===== src/rtl/sram_ctrl_pkg.sv =====
package sram_ctrl_pkg;

  // strobes from the control side to the datapath
  typedef struct packed {
    logic latchReq;   // load host address and data
    logic ceOn;       // chip select asserted
    logic weOn;       // write enable asserted
    logic captureRd;  // sample memory output this edge
  } strobeT;

  typedef enum logic {
    ST_IDLE   = 1'b0,
    ST_ACCESS = 1'b1
  } stateT;

endpackage


===== src/rtl/sram_ctrl_fsm.sv =====
module sram_ctrl_fsm
  import sram_ctrl_pkg::*;
#(
  parameter int T_WP = 1,
  parameter int T_WC = 2,
  parameter int T_AA = 2
) (
  input  logic   clk,
  input  logic   rst,
  input  logic   reqValid,
  input  logic   reqWrite,
  output logic   ready,
  output strobeT strb
);

  localparam int MAX_T = (T_WC > T_AA) ? T_WC : T_AA;
  localparam int CNT_W = (MAX_T > 1) ? $clog2(MAX_T) : 1;
  localparam logic [CNT_W-1:0] WP_LAST = CNT_W'(T_WP - 1);
  localparam logic [CNT_W-1:0] WC_LAST = CNT_W'(T_WC - 1);
  localparam logic [CNT_W-1:0] AA_LAST = CNT_W'(T_AA - 1);

  if (T_WP < 1 || T_AA < 1 || T_WC < T_WP) begin : g_badParams
    $error("sram_ctrl_fsm: need T_WP>=1, T_AA>=1, T_WC>=T_WP");
  end

  stateT           state;
  logic [CNT_W-1:0] cnt;
  logic            isWrite;
  logic            weOn;
  logic            accept;
  logic            lastCycle;

  assign ready     = (state == ST_IDLE);
  assign accept    = ready && reqValid;
  assign lastCycle = isWrite ? (cnt == WC_LAST) : (cnt == AA_LAST);

  always_ff @(posedge clk) begin
    if (rst) begin
      state   <= ST_IDLE;
      cnt     <= '0;
      isWrite <= 1'b0;
      weOn    <= 1'b0;
    end else begin
      case (state)
        ST_IDLE: begin
          if (accept) begin
            state   <= ST_ACCESS;
            cnt     <= '0;
            isWrite <= reqWrite;
            weOn    <= reqWrite;
          end
        end
        default: begin
          cnt <= cnt + 1'b1;
          if (isWrite && cnt == WP_LAST) weOn <= 1'b0;
          if (lastCycle) begin
            state <= ST_IDLE;
            weOn  <= 1'b0;
          end
        end
      endcase
    end
  end

  always_comb begin
    strb.latchReq  = accept;
    strb.ceOn      = (state == ST_ACCESS);
    strb.weOn      = weOn;
    strb.captureRd = (state == ST_ACCESS) && !isWrite && (cnt == AA_LAST);
  end

endmodule


===== src/rtl/sram_ctrl_dp.sv =====
module sram_ctrl_dp
  import sram_ctrl_pkg::*;
#(
  parameter int ADDR_W = 16,
  parameter int DATA_W = 4
) (
  input  logic              clk,
  input  logic              rst,
  input  strobeT            strb,
  input  logic [ADDR_W-1:0] reqAddr,
  input  logic [DATA_W-1:0] reqWdata,
  input  logic [DATA_W-1:0] memDout,
  output logic [ADDR_W-1:0] memAddr,
  output logic [DATA_W-1:0] memDin,
  output logic              memCeN,
  output logic              memWeN,
  output logic [DATA_W-1:0] rdData,
  output logic              rdValid
);

  // request holding registers: change only on acceptance
  always_ff @(posedge clk) begin
    if (rst) begin
      memAddr <= '0;
      memDin  <= '0;
    end else if (strb.latchReq) begin
      memAddr <= reqAddr;
      memDin  <= reqWdata;
    end
  end

  // read capture
  always_ff @(posedge clk) begin
    if (rst) begin
      rdData  <= '0;
      rdValid <= 1'b0;
    end else begin
      rdValid <= strb.captureRd;
      if (strb.captureRd) rdData <= memDout;
    end
  end

  assign memCeN = ~strb.ceOn;
  assign memWeN = ~strb.weOn;

endmodule


===== src/rtl/sram_ctrl.sv =====
module sram_ctrl
  import sram_ctrl_pkg::*;
#(
  parameter int ADDR_W = 16,
  parameter int DATA_W = 4,
  parameter int T_WP   = 1,
  parameter int T_WC   = 2,
  parameter int T_AA   = 2
) (
  input  logic              clk,
  input  logic              rst,
  input  logic              reqValid,
  input  logic              reqWrite,
  input  logic [ADDR_W-1:0] reqAddr,
  input  logic [DATA_W-1:0] reqWdata,
  output logic              ready,
  output logic              rdValid,
  output logic [DATA_W-1:0] rdData,
  output logic [ADDR_W-1:0] memAddr,
  output logic              memCeN,
  output logic              memWeN,
  output logic [DATA_W-1:0] memDin,
  input  logic [DATA_W-1:0] memDout
);

  strobeT strb;

  sram_ctrl_fsm #(
    .T_WP(T_WP), .T_WC(T_WC), .T_AA(T_AA)
  ) ctrl (
    .clk(clk), .rst(rst), .reqValid(reqValid), .reqWrite(reqWrite),
    .ready(ready), .strb(strb)
  );

  sram_ctrl_dp #(
    .ADDR_W(ADDR_W), .DATA_W(DATA_W)
  ) dpath (
    .clk(clk), .rst(rst), .strb(strb),
    .reqAddr(reqAddr), .reqWdata(reqWdata), .memDout(memDout),
    .memAddr(memAddr), .memDin(memDin), .memCeN(memCeN), .memWeN(memWeN),
    .rdData(rdData), .rdValid(rdValid)
  );

endmodule


===== config.mk =====
export PLATFORM = sky130hd
export DESIGN_NAME = sram_ctrl
export DESIGN_NICKNAME = d
export VERILOG_FILES = /design/src/rtl/sram_ctrl_pkg.sv /design/src/rtl/sram_ctrl_fsm.sv /design/src/rtl/sram_ctrl_dp.sv /design/src/rtl/sram_ctrl.sv
export SDC_FILE = /design/constraint.sdc
export NUM_CORES = 1
export LEC_CHECK = 0
export BUFFER_PORTS_ARGS = -buffer_cell sky130_fd_sc_hd__buf_2
export CORE_MARGIN = 1.5
export CORE_UTILIZATION = 39
export DETAILED_ROUTE_END_ITERATION = 7
export HOLD_SLACK_MARGIN = 0.08
export PLACE_DENSITY = 0.78
export SLEW_MARGIN = 20
export SYNTH_ARGS = -nofsm -noshare
export SYNTH_HDL_FRONTEND = slang
export SYNTH_HIERARCHICAL = 1
export SYNTH_SLANG_ARGS = --single-unit

===== constraint.sdc =====
create_clock -name clk -period 1.11 [get_ports clk]
set_input_delay 0.2775 -clock clk [delete_from_list [all_inputs] [get_ports clk]]
set_output_delay 0.2775 -clock clk [all_outputs]
set_load 0.005 [all_outputs]

==> impl_metrics.py <==
metrics = {
    "layout": {
        "antenna_cells": 0,
        "nNetsFinal": 197,
        "n_fill_cell": 216,
        "drive_above_1_share_pct": 61.2,
        "area_growth_pct": 53.6,
        "final_cells": 200,
        "layout_common_cells": "52 x buf_2, 25 x nor2_1, 23 x mux2i_1",
        "layout_commonest_cell": "buf_2",
    },
    "logic_synthesis": {
        "yosysSeqAreaShare_pct": 54.1,
        "synth.distinct_cells": 14,
        "synth_cells": 103,
        "synthesis.nets": 131,
        "yosysWarnings": 6,
        "syn_area_sq_mm": 0.00107,
        "synth_area_per_cell_sq_um": 10.4,
        "synth-seq-cells": 29,
    },
    "route": {
        "drt_iter0_drc": 21,
        "ant_nets": 0,
        "wl_per_cell_um": 13.1,
        "via_count": 936,
        "via_per_inst": 4.68,
        "drc_errors": 0,
        "drt_first_pass_iters": 4,
        "totalWireLength_um": 2610,
    },
    "global_route": {
        "grt_pass1_wl_um": 4160,
        "antenna_found_initial": 0,
        "grt.total_usage_pct": 17.8,
        "grt_pass1_vias": 1000,
        "grt_start_max_net_pins": 30,
        "overflow": 0,
    },
    "floorplanning": {
        "pin_count": 56,
        "die_h_um": 55.5,
        "die_w_um": 55.5,
        "initial_core_util_pct": 42.2,
        "core_sq_mm": 0.00254,
        "die_area_sq_mm": 0.00308,
        "rows": 18,
    },
    "placement": {
        "placed_cells": 186,
        "numPortBuffers": 55,
        "globalplace.congestion": 0.762,
        "hpwlAfterDp_um": 1830,
    },
    "timing": {
        "setup_slack_ns": -0.0957,
        "worstMarginPinSlew_ns": 0.301,
        "min_period_ns": 1.21,
        "worst_clock_skew_ns": 0.00735,
        "max_freq_mhz": 829,
        "rsz0062_at_grt": "true",
        "period_share_pct": 109,
        "hold_violations": 0,
        "fin_tns_setup_ns": -0.416,
        "setup_viol": 20,
        "holdWs_ns": 0.184,
        "final-max-slew-violation-count": 0,
        "slew_headroom_pct": 79.9,
    },
    "worst_hold_path": {
        "hold_class": "input pin to flop",
    },
    "clock_tree": {
        "ctsHoldBuffers": 0,
        "clock-sinks": 29,
        "cts_max_level": 2,
        "clk_pin_slew_ns": 0.10,
        "clk_latency_ns": 0.32,
        "cts-root-buf": "clkbuf_4",
        "cts_tree": "built",
        "clockBufferDepth": 2,
        "cts_buffers": 5,
    },
    "run_status": {
        "status": "complete, but fails checks",
        "violations": "negative setup slack",
    },
    "worst_setup_path": {
        "cp.required_ns": 0.83,
        "cp.arrival_ns": 0.93,
        "endpoint_kind": "output port",
        "crit_fanout": 3,
        "worstSetupPathType": "flop to output port",
        "worstSetupStartpointType": "flop",
    },
    "flow_run": {
        "cap_violations": 0,
    },
    "power_and_ir_drop": {
        "p_total_w": 0.00246,
        "p_leak_nw": 0.820,
        "ir_drop_mv": 1.00,
        "power_density_mw_per_mm2": 1490,
    },
}
-- final timing paths --
path	cells past startpoint	slack, ns	end	startpoint
worst max-delay path	3	-0.1	memCeN	ctrl/state
worst min-delay path	3	0.18	dpath/rdData[3]	memDout[3]
worst min register to register	2	0.49	dpath/rdData[3]	dpath/rdData[3]
worst max register to register	3	-0.07	ctrl/weOn	ctrl/cnt
-- synth_stat cells (all sizes together) --
library cell  instances  area share, %
mux2i                26             24
o31ai                 1           0.70
dfxtp                29             54
nor2b                 1           0.58
nand2b                1           0.58
nand2                 2           0.70
a21oi                 2           0.93
inv                   4            1.4
nor2                 26            9.1
or4b                  1           0.93
buf                   9            6.1
nor3b                 1           0.70
-- cell type report --
class | instances | area, sq um | area share [%]
sequential | 29 | 601 | 36.4
timing repair buffer | 68 | 455 | 27.6
multi-input combinational | 61 | 447 | 27.1
clock buffer | 6 | 51.3 | 3.11
clock inverter | 2 | 37.5 | 2.28
tap | 30 | 37.5 | 2.28
inverter | 4 | 20.0 | 1.21
-- state kept, by name (all words and copies together) (netlist names) --
signal and cells:
ctrl/isWrite 1, dpath/memAddr 16, ctrl/weOn 1, dpath/rdData 4, dpath/memDin 4, dpath/rdValid 1
ctrl/cnt 1, ctrl/state 1
-- cell families after synthesis --
kind of cell	after synthesis	share of synthesized area, %
AND/OR/NAND/NOR	32	12.6
buffers and inverters	13	7.46
flip-flops	29	54.1
multiplexers	26	24.2
AO/OA/AOI/OAI	3	1.63
-- metal layers --
layer	vias up	GRT usage (%)	wire length, um	part of all wire (%)
li1	466	-	-	-
met1	414	17.2	1050	40
met2	48	31.1	1310	50
met3	8	6.09	181	6.9
met4	0	12.5	67	2.6
met5	-	0	0	0
-- critical path, cell delays in order, from the launching register on --
cell and delay, ns:
dfxtp_2 0.37, buf_6 0.10, inv_2 0.03, buf_6 0.10
-- through the flow --
stage	worst slack (ns)	area, sq um	util, %
final	-0.0957	1650	64.8
after global routing	-0.159	1650	64.8
after CTS	-0.111	1520	59.6
after detailed placement	-0.0578	1400	55.0
after global placement	0.00265	1400	55.0
after floorplan	0.000655	1080	-
-- what timing repair did --
action,in CTS,in global routing
gates resized for setup,8,25
buffers inserted,1,3
endpoints found under the setup margin,28,42
cloned,0,2
hold endpoints to repair,0,0
-- report_power, final --
group | internal, W | switching [W]
Combinational | 0.000237 | 0.000170
Clock | 0.000535 | 0.000370
Sequential | 0.00111 | 0.0000360
No activity file was read; power rests on OpenSTA's default activity.
